`src/rtl/exitpred_pkg.sv`:
```
`timescale 1ns/1ps
package exitpred_pkg;
    localparam int ADDR_W      = 32;
    localparam int ALIGN_W     = 2;
    localparam int IDX_W       = 6;
    localparam int TAG_W       = 8;
    localparam int LOOKUP_LAT  = 2;
    localparam int QUEUE_DEPTH = 4;

    typedef logic [ADDR_W-1:0] addr_t;

    typedef struct packed {
        logic  vld;
        logic  hit;
        addr_t tgt;
    } look_t;

    typedef struct packed {
        addr_t key;
        logic  active;
        logic  busy;
    } chain_t;
endpackage

```
`src/rtl/exitpred_table.sv`:
```
`timescale 1ns/1ps
module exitpred_table
    import exitpred_pkg::*;
#(
    parameter int IDX_BITS = IDX_W,
    parameter int TAG_BITS = TAG_W,
    parameter int LAT      = LOOKUP_LAT
) (
    input  logic  clk,
    input  logic  rst_n,
    input  logic  wr_en,
    input  addr_t wr_key,
    input  addr_t wr_tgt,
    input  logic  rd_en,
    input  addr_t rd_key,
    input  logic  kill,
    output look_t res
);
    localparam int ENTRIES = 1 << IDX_BITS;
    localparam int IDX_LO  = ALIGN_W;
    localparam int TAG_LO  = ALIGN_W + IDX_BITS;
    localparam int TAG_HI  = TAG_LO + TAG_BITS - 1;

    logic                ent_vld_q [ENTRIES];
    logic [TAG_BITS-1:0] ent_tag_q [ENTRIES];
    addr_t               ent_tgt_q [ENTRIES];

    logic [IDX_BITS-1:0] wr_idx, rd_idx;
    logic [TAG_BITS-1:0] wr_tag, rd_tag;
    logic                unused_key_bits;

    assign wr_idx = wr_key[TAG_LO-1:IDX_LO];
    assign rd_idx = rd_key[TAG_LO-1:IDX_LO];
    assign wr_tag = wr_key[TAG_HI:TAG_LO];
    assign rd_tag = rd_key[TAG_HI:TAG_LO];
    assign unused_key_bits = ^{wr_key[ADDR_W-1:TAG_HI+1], wr_key[IDX_LO-1:0],
                               rd_key[ADDR_W-1:TAG_HI+1], rd_key[IDX_LO-1:0]};

    // valid bits are reset, tag and target storage is not
    always_ff @(posedge clk or negedge rst_n) begin
        if (!rst_n) begin
            for (int e = 0; e < ENTRIES; e++) ent_vld_q[e] <= 1'b0;
        end else if (wr_en) begin
            ent_vld_q[wr_idx] <= 1'b1;
        end
    end

    always_ff @(posedge clk) begin
        if (wr_en) begin
            ent_tag_q[wr_idx] <= wr_tag;
            ent_tgt_q[wr_idx] <= wr_tgt;
        end
    end

    // read pipeline of LAT stages models the slow far-from-decode array
    look_t pipe_q [LAT];
    look_t pipe_d [LAT];

    always_comb begin
        pipe_d[0].vld = rd_en && !kill;
        pipe_d[0].hit = ent_vld_q[rd_idx] && (ent_tag_q[rd_idx] == rd_tag);
        pipe_d[0].tgt = ent_tgt_q[rd_idx];
        for (int s = 1; s < LAT; s++) begin
            pipe_d[s] = pipe_q[s-1];
            if (kill) pipe_d[s].vld = 1'b0;
        end
    end

    always_ff @(posedge clk or negedge rst_n) begin
        if (!rst_n) begin
            for (int s = 0; s < LAT; s++) pipe_q[s] <= '0;
        end else begin
            for (int s = 0; s < LAT; s++) pipe_q[s] <= pipe_d[s];
        end
    end

    assign res = pipe_q[LAT-1];
endmodule

```
`src/rtl/exitpred_queue.sv`:
```
`timescale 1ns/1ps
module exitpred_queue
    import exitpred_pkg::*;
#(
    parameter int DEPTH = QUEUE_DEPTH,
    localparam int PW   = $clog2(DEPTH),
    localparam int CW   = $clog2(DEPTH + 1)
) (
    input  logic          clk,
    input  logic          rst_n,
    input  logic          flush,
    input  logic          push,
    input  addr_t         push_addr,
    input  logic          pop,
    output logic          valid,
    output addr_t         head,
    output logic [CW-1:0] count
);
    typedef struct packed {
        logic [PW-1:0] wr;
        logic [PW-1:0] rd;
        logic [CW-1:0] cnt;
    } qstate_t;

    qstate_t st_q, st_d;
    addr_t   slot_q [DEPTH];
    logic    do_push, do_pop;

    function automatic logic [PW-1:0] bump(input logic [PW-1:0] p);
        return (p == PW'(DEPTH - 1)) ? '0 : p + 1'b1;
    endfunction

    always_comb begin
        st_d    = st_q;
        do_push = push && (st_q.cnt != CW'(DEPTH)) && !flush;
        do_pop  = pop && (st_q.cnt != '0) && !flush;
        if (flush) begin
            st_d = '0;
        end else begin
            if (do_push) st_d.wr = bump(st_q.wr);
            if (do_pop)  st_d.rd = bump(st_q.rd);
            st_d.cnt = st_q.cnt + CW'(do_push) - CW'(do_pop);
        end
    end

    always_ff @(posedge clk or negedge rst_n) begin
        if (!rst_n) st_q <= '0;
        else        st_q <= st_d;
    end

    always_ff @(posedge clk) begin
        if (do_push) slot_q[st_q.wr] <= push_addr;
    end

    assign valid = (st_q.cnt != '0);
    assign head  = slot_q[st_q.rd];
    assign count = st_q.cnt;
endmodule

```
`src/rtl/exitpred_top.sv`:
```
`timescale 1ns/1ps
module exitpred_top
    import exitpred_pkg::*;
#(
    parameter int IDX_BITS = IDX_W,
    parameter int TAG_BITS = TAG_W,
    parameter int LAT      = LOOKUP_LAT,
    parameter int DEPTH    = QUEUE_DEPTH
) (
    input  logic              clk,
    input  logic              rst_n,
    input  logic              redir_valid,
    input  logic              redir_update,
    input  logic [ADDR_W-1:0] redir_block,
    input  logic [ADDR_W-1:0] redir_target,
    output logic              q_valid,
    input  logic              q_ready,
    output logic [ADDR_W-1:0] q_addr
);
    localparam int CW = $clog2(DEPTH + 1);

    chain_t        st_q, st_d;
    look_t         res;
    logic          issue;
    logic          push;
    logic [CW-1:0] qcount;

    // one lookup in flight; issue only when the result is sure to fit
    assign issue = st_q.active && !st_q.busy && !redir_valid && (qcount < CW'(DEPTH));
    assign push  = res.vld && res.hit && !redir_valid;

    always_comb begin
        st_d = st_q;
        if (redir_valid) begin
            st_d.key    = redir_target;
            st_d.active = 1'b1;
            st_d.busy   = 1'b0;
        end else begin
            if (issue) st_d.busy = 1'b1;
            if (res.vld) begin
                st_d.busy = 1'b0;
                if (res.hit) st_d.key    = res.tgt;
                else         st_d.active = 1'b0;
            end
        end
    end

    always_ff @(posedge clk or negedge rst_n) begin
        if (!rst_n) st_q <= '0;
        else        st_q <= st_d;
    end

    exitpred_table #(
        .IDX_BITS(IDX_BITS),
        .TAG_BITS(TAG_BITS),
        .LAT     (LAT)
    ) u_table (
        .clk   (clk),
        .rst_n (rst_n),
        .wr_en (redir_valid && redir_update),
        .wr_key(redir_block),
        .wr_tgt(redir_target),
        .rd_en (issue),
        .rd_key(st_q.key),
        .kill  (redir_valid),
        .res   (res)
    );

    exitpred_queue #(
        .DEPTH(DEPTH)
    ) u_queue (
        .clk      (clk),
        .rst_n    (rst_n),
        .flush    (redir_valid),
        .push     (push),
        .push_addr(res.tgt),
        .pop      (q_valid && q_ready),
        .valid    (q_valid),
        .head     (q_addr),
        .count    (qcount)
    );
endmodule

```
`config.mk`:
```
export PLATFORM = sky130hd
export DESIGN_NAME = exitpred_top
export DESIGN_NICKNAME = d
export VERILOG_FILES = /design/src/rtl/exitpred_pkg.sv /design/src/rtl/exitpred_table.sv /design/src/rtl/exitpred_queue.sv /design/src/rtl/exitpred_top.sv
export SDC_FILE = /design/constraint.sdc
export NUM_CORES = 2
export LEC_CHECK = 0
export ABC_CLOCK_PERIOD_IN_PS = 3760
export BUFFER_PORTS_ARGS = -buffer_cell sky130_fd_sc_hd__buf_2
export CAP_MARGIN = 5
export CORE_AREA = 2 2 417 419
export DETAILED_ROUTE_END_ITERATION = 12
export DIE_AREA = 0 0 419 421
export MAX_ROUTING_LAYER = met4
export PLACE_DENSITY = 0.79
export SLEW_MARGIN = 0
export SYNTH_ARGS = -nofsm -noshare
export SYNTH_HDL_FRONTEND = slang
export SYNTH_SLANG_ARGS = --single-unit
```
`constraint.sdc`:
```
create_clock -name clk -period 3.76 [get_ports clk]
set_input_delay 0 -clock clk [delete_from_list [all_inputs] [get_ports clk]]
set_output_delay 0 -clock clk [all_outputs]
set_load 0.05 [all_outputs]
```
### Word-level counts from Yosys, hierarchy flattened

Memories as Yosys holds them, arrays and structs flattened. A register that Yosys moved wholly into a read port is not among the register bits.
Index checks and enable logic that the tools add are counted.

* output and inout port bits: 33
* register bits after elaboration: 125
* RAM bits: 2688
* memories: 3
* word-level logic and storage cells: 139
* bits of input ports: 69

Memories
* u_table.ent_tgt_q: depth 64, width 32, rd ports 1, clocked after memory_dff 1, wr ports 1, RTL line exitpred_table.sv:26 `addr_t ent_tgt_q [ENTRIES];`
* u_table.ent_tag_q: depth 64, width 8, rd ports 1, clocked after memory_dff 0, wr ports 1, RTL line exitpred_table.sv:25 `logic [TAG_BITS-1:0] ent_tag_q [ENTRIES];`
* u_queue.slot_q: depth 4, width 32, rd ports 1, clocked after memory_dff 0, wr ports 1, RTL line exitpred_queue.sv:26 `addr_t slot_q [DEPTH];`

* multiplexer cells: 20
* order comparisons: 4
* bitwise gates (word level): 3
* equality and inequality tests: 5
* $add $sub $neg: 4
* reductions and logical operators: 25

Operators with widths (count)
* $or A64 B64 Y64: 1
* $mux W18: 2
* $mux W16: 1
* $ge A7 B7 Y1 const B: 2
* $logic_and A1 B1 Y1: 14
* $not A6 Y7: 2
* $mux W1: 10
* $eq A8 B8 Y1: 1
* $mux W2: 4
* $reduce_bool A2 Y1: 4
* $lt A7 B1 Y1 const B: 1
* $mux W7: 1
* $bmux W1 S6: 1
* $demux W1 S6: 1
* $reduce_bool A3 Y1: 2
* $add A2 B1 Y2 const B: 2
* $eq A2 B2 Y1 const B: 2
* $reduce_and A2 Y1: 2
* $add A3 B1 Y3: 1
* $logic_not A1 Y1: 3
* $lt A3 B3 Y1 const B: 1
* $ne A3 B3 Y1 const B: 1
* $sub A3 B1 Y3: 1
* $ne A2 B2 Y1 const B: 1

### Longest topological paths before layout

* word-level depth: 7
* depth in mapped cells: 13
* gate-level depth less buffers: 9

### Cells and area by module

Synthesis repeated with hierarchy kept, for this count alone.

* cells, all modules: 4571
* area total of the unflattened synthesis: 109282.3 µm²

Modules (own cells, without submodules)
* exitpred_table: area each 102091.7 µm², cells each 4158, times used 1
* exitpred_queue: area each 5129.9 µm², cells each 219, times used 1
* exitpred_top: area each 2060.7 µm², cells each 194, times used 1

### Least setup slack after synthesis

OpenSTA, ideal clock, no wires.

* path type: input to register
* from: input port redir_block[6]
* to: memory u_table.ent_tag_q[16][0] (netlist name), enable pin
* stages: 4
* arrival: 2.530 ns
* path slack: 0.792 ns
* path buffers: 2
* setup time: 0.438 ns
* path through: clkbuf_1 or3b_2 clkbuf_1 nor2_1

RTL lines
* from (decl): RTL line exitpred_top.sv:14 `input logic [ADDR_W-1:0] redir_block,`
* to (decl): RTL line exitpred_table.sv:25

Straight into the memory's write port.

==> flow_summary.yaml <==
route:
  drcViolationCount: 0
  antenna_left: 0
  drt_iter0_drc: 9767
  wl_um: 312000
  vias: 55299
  drt_pass1_iterations: 8
  avgRoutedWirePerCell_um: 41.7
  viasPerCell: 7.40
worst_hold_path:
  min_path_type: "in2reg"
  hold_start: "redir_update"
status:
  outcome: "finished, final reports clean"
yosys:
  ys_seq_area_share_pct: 78.5
  syn-instance-count: 4486
  post-synth-top-area-fraction_pct: 74.9
  syn-cell-area_um2: 108000
  synth_edf_count: 2688
  synth_area_leaders: "edfxtp_1 (75%), mux4_2 (17%), dfrtp_1 (3.6%), mux2i_1 (0.95%), buf_2 (0.40%)"
  ys_ff_latch: 2843
  synth_warnings: 0
  synth_top_area_cell: "edfxtp_1"
  synth-main-ff-cell: "edfxtp_1"
  async_reset_ff_share_pct: 5.45
  synth_top_cells_by_count: "edfxtp_1 (2688), mux4_2 (798), dfrtp_1 (155), mux2i_1 (102), buf_2 (86)"
  synth_fp_nets: 4563
  ys_types: 62
  synth_area_per_cell_um2: 24.0
  yosys.cell_count.top_type: "edfxtp_1"
critical_path:
  crit_path_end_kind: "flop"
  r2r-start: "st_q[4]"
  crit_fanout: 27
  worstSetupPathType: "reg2reg"
  startpoint_type: "flop"
  startpoint: "st_q[4]"
  cp_data_required_time_ns: 4.56
  cp.arrival_ns: 4.22
global_routing:
  grt_overflow: 0
  first_global_vias: 55655
  grt_pass1_wl_um: 426000
  grt_use_total_pct: 36.3
  antenna_found_initial: 20
  grt_start_max_net_pins: 77
cts:
  clk_latency_ns: 0.97
  ctsHoldBuffers: 51
  clk_pin_slew_ns: 0.06
  cts_setup_buffers: 0
  h-tree-depth: 5
  clock_path_buffers: 4
  cts_repair_resize_count: 0
  cts_tree: "yes"
  clock-sinks: 2843
  cts_buffers: 285
  clockRootBuffer: "clkbuf_16"
placement:
  dp.final_hpwl_um: 153000
  io_buffers: 83
  gp_congestion: 0.854
final_layout:
  multi_input_area_um2: 22400
  drive_above_1_share_pct: 31.9
  seq_area_um2: 84600
  synthToLayoutAreaGrowth_pct: 13.4
  nets: 4982
  n_fill_cell: 9159
floorplanning:
  num_rows: 153
  die_w_um: 419
  die_area_um2: 176000
  start_util_pct: 62.5
  die_h_um: 421
  core_um2: 172000
  ios: 102
timing:
  slew_headroom_pct: 18.5
  skew_ns: 0.0883
  finalSetupViolCount: 0
  holdWs_ns: 0.0863
  fmax_mhz: 292
  min_period_ns: 3.42
  rsz0062_at_grt: "false"
  final_max_slew_viol_count: 0
  setup_tns_ns: 0
  worst_slew_pin_slew_ns: 1.22
  hold_viol: 0
  post-route-period-util_pct: 91.1
job:
  cap_violations: 0
pwr:
  power_per_cell_area_nw_per_um2: 557
  vdd_drop_max_mv: 0.407
  p_leak_nw: 38.9
-- registers in the layout, summed over array words and instances (netlist names) --
register,flops
u_table.ent_tgt_q,2048
u_table.pipe_q,1
u_queue.slot_q,128
u_table.ent_vld_q,64
st_q,16
u_table.pipe_d,33
u_table.res,34
u_queue.st_q,4
u_table.ent_tag_q,512
u_queue.count,3
-- metal layers --
| metal | routed length [µm] | GRT usage [%] | share of wire [%] | up-vias |
|---|---|---|---|---|
| li1 | - | - | - | 19989 |
| met1 | 98400 | 46.5 | 32 | 28619 |
| met2 | 148000 | 54.0 | 47 | 5513 |
| met3 | 43800 | 9.95 | 14 | 1178 |
| met4 | 21800 | 18.7 | 7.0 | 0 |
| met5 | 0 | - | 0 | - |
-- critical path, cell delays in order (launching register included) --
cell	delay (ns)
dfrtp_4	0.76
buf_12	0.31
buf_4	0.42
mux2i_1	0.19
o221ai_1	0.30
o22ai_1	0.15
o21bai_1	0.17
a21bo_2	0.24
mux2i_1	0.16
xor2_1	0.42
nor4b_2	0.11
-- logic make-up (layout without fill, tap and decap cells) --
| logic type | after synthesis | after routing | share of synthesized area [%] |
|---|---|---|---|
| xor gates and xnor gates | 11 | 11 | 0.0894 |
| muxes | 905 | 905 | 17.7 |
| other | 0 | 31 | 0 |
| adders and majority gates | 8 | 8 | 0.0999 |
| buffers and inverters | 242 | 871 | 1.10 |
| DFF | 2843 | 2843 | 78.5 |
| and+or+nand+nor | 333 | 333 | 1.56 |
| AOI/OAI and AO/OA | 144 | 144 | 0.909 |
-- stage by stage --
step | utilization (%) | power [mW] | cells | area (µm²) | setup WS [ns]
3_5_place_dp | 65.5 | 41.3 | 6892 | 113000 | 0.452
3_3_place_gp | 65.5 | 41.2 | 6892 | 113000 | 0.521
6_report | 70.8 | 68.0 | 7471 | 122000 | 0.336
4_1_cts | 70.8 | 67.9 | 7440 | 122000 | 0.334
5_1_grt | 70.8 | 69.4 | 7470 | 122000 | 0.236
2_1_floorplan | - | 39.3 | 4486 | 108000 | 0.792
-- path summary, 6_finish.rpt --
check / end / slack (ns) / cells after the start
worst max-delay path: u_table.pipe_d[32] / 0.34 / 10
worst min-delay path: u_table.ent_tgt_q[14][15] / 0.09 / 6
worst max register to register: u_table.pipe_d[32] / 0.34 / 10
worst min register to register: u_table.res[9] / 0.35 / 0
max in group asynchronous: st_q[5] / 3.02 / 4
min in group asynchronous: u_table.res[24] / 0.24 / 4
-- power breakdown --
| group | switching, mW | internal, mW |
|---|---|---|
| Clock | 11.8 | 15.2 |
| Combinational | 2.90 | 2.29 |
| Sequential | 0.675 | 35.1 |
-- cells in the final DEF (no fill, tap or decap), types with 5 or more instances in the layout --
cell type / n
clkbuf_8: 13
clkinv_2: 39
buf_2: 82
a31oi_1: 22
dlygate4sd3_1: 50
nand2b_1: 6
nand4_1: 8
a21oi_1: 16
ha_1: 7
a211oi_1: 24
inv_6: 5
dfrtp_4: 5
buf_4: 169
a22oi_1: 16
and2_1: 21
nor2_1: 17
and3_1: 6
nor3_1: 8
a221oi_1: 8
nand2_1: 84
dfrtp_1: 148
bufinv_16: 12
xnor2_1: 7
or3_1: 5
mux4_2: 798
nor2b_1: 11
inv_1: 7
nor2_4: 64
clkbuf_1: 83
diode_2: 31
o22ai_1: 16
mux2i_1: 102
o21ai_0: 17
buf_12: 62
o21ai_1: 5
clkinv_1: 48
edfxtp_1: 2688
nand3_1: 16
or2_2: 64
clkbuf_16: 290
-- final cells by class --
| type | instances | share of cell area, % |
|---|---|---|
| antenna | 31 | 0.0635 |
| clock inverter | 112 | 0.704 |
| clock buffer | 385 | 6.33 |
| tap | 2325 | 2.38 |
| multi-input combinational | 1401 | 18.4 |
| inverter | 9 | 0.0359 |
| sequential | 2843 | 69.3 |
| timing repair buffer | 365 | 2.83 |
No activity file was read; power rests on OpenSTA's default activity.
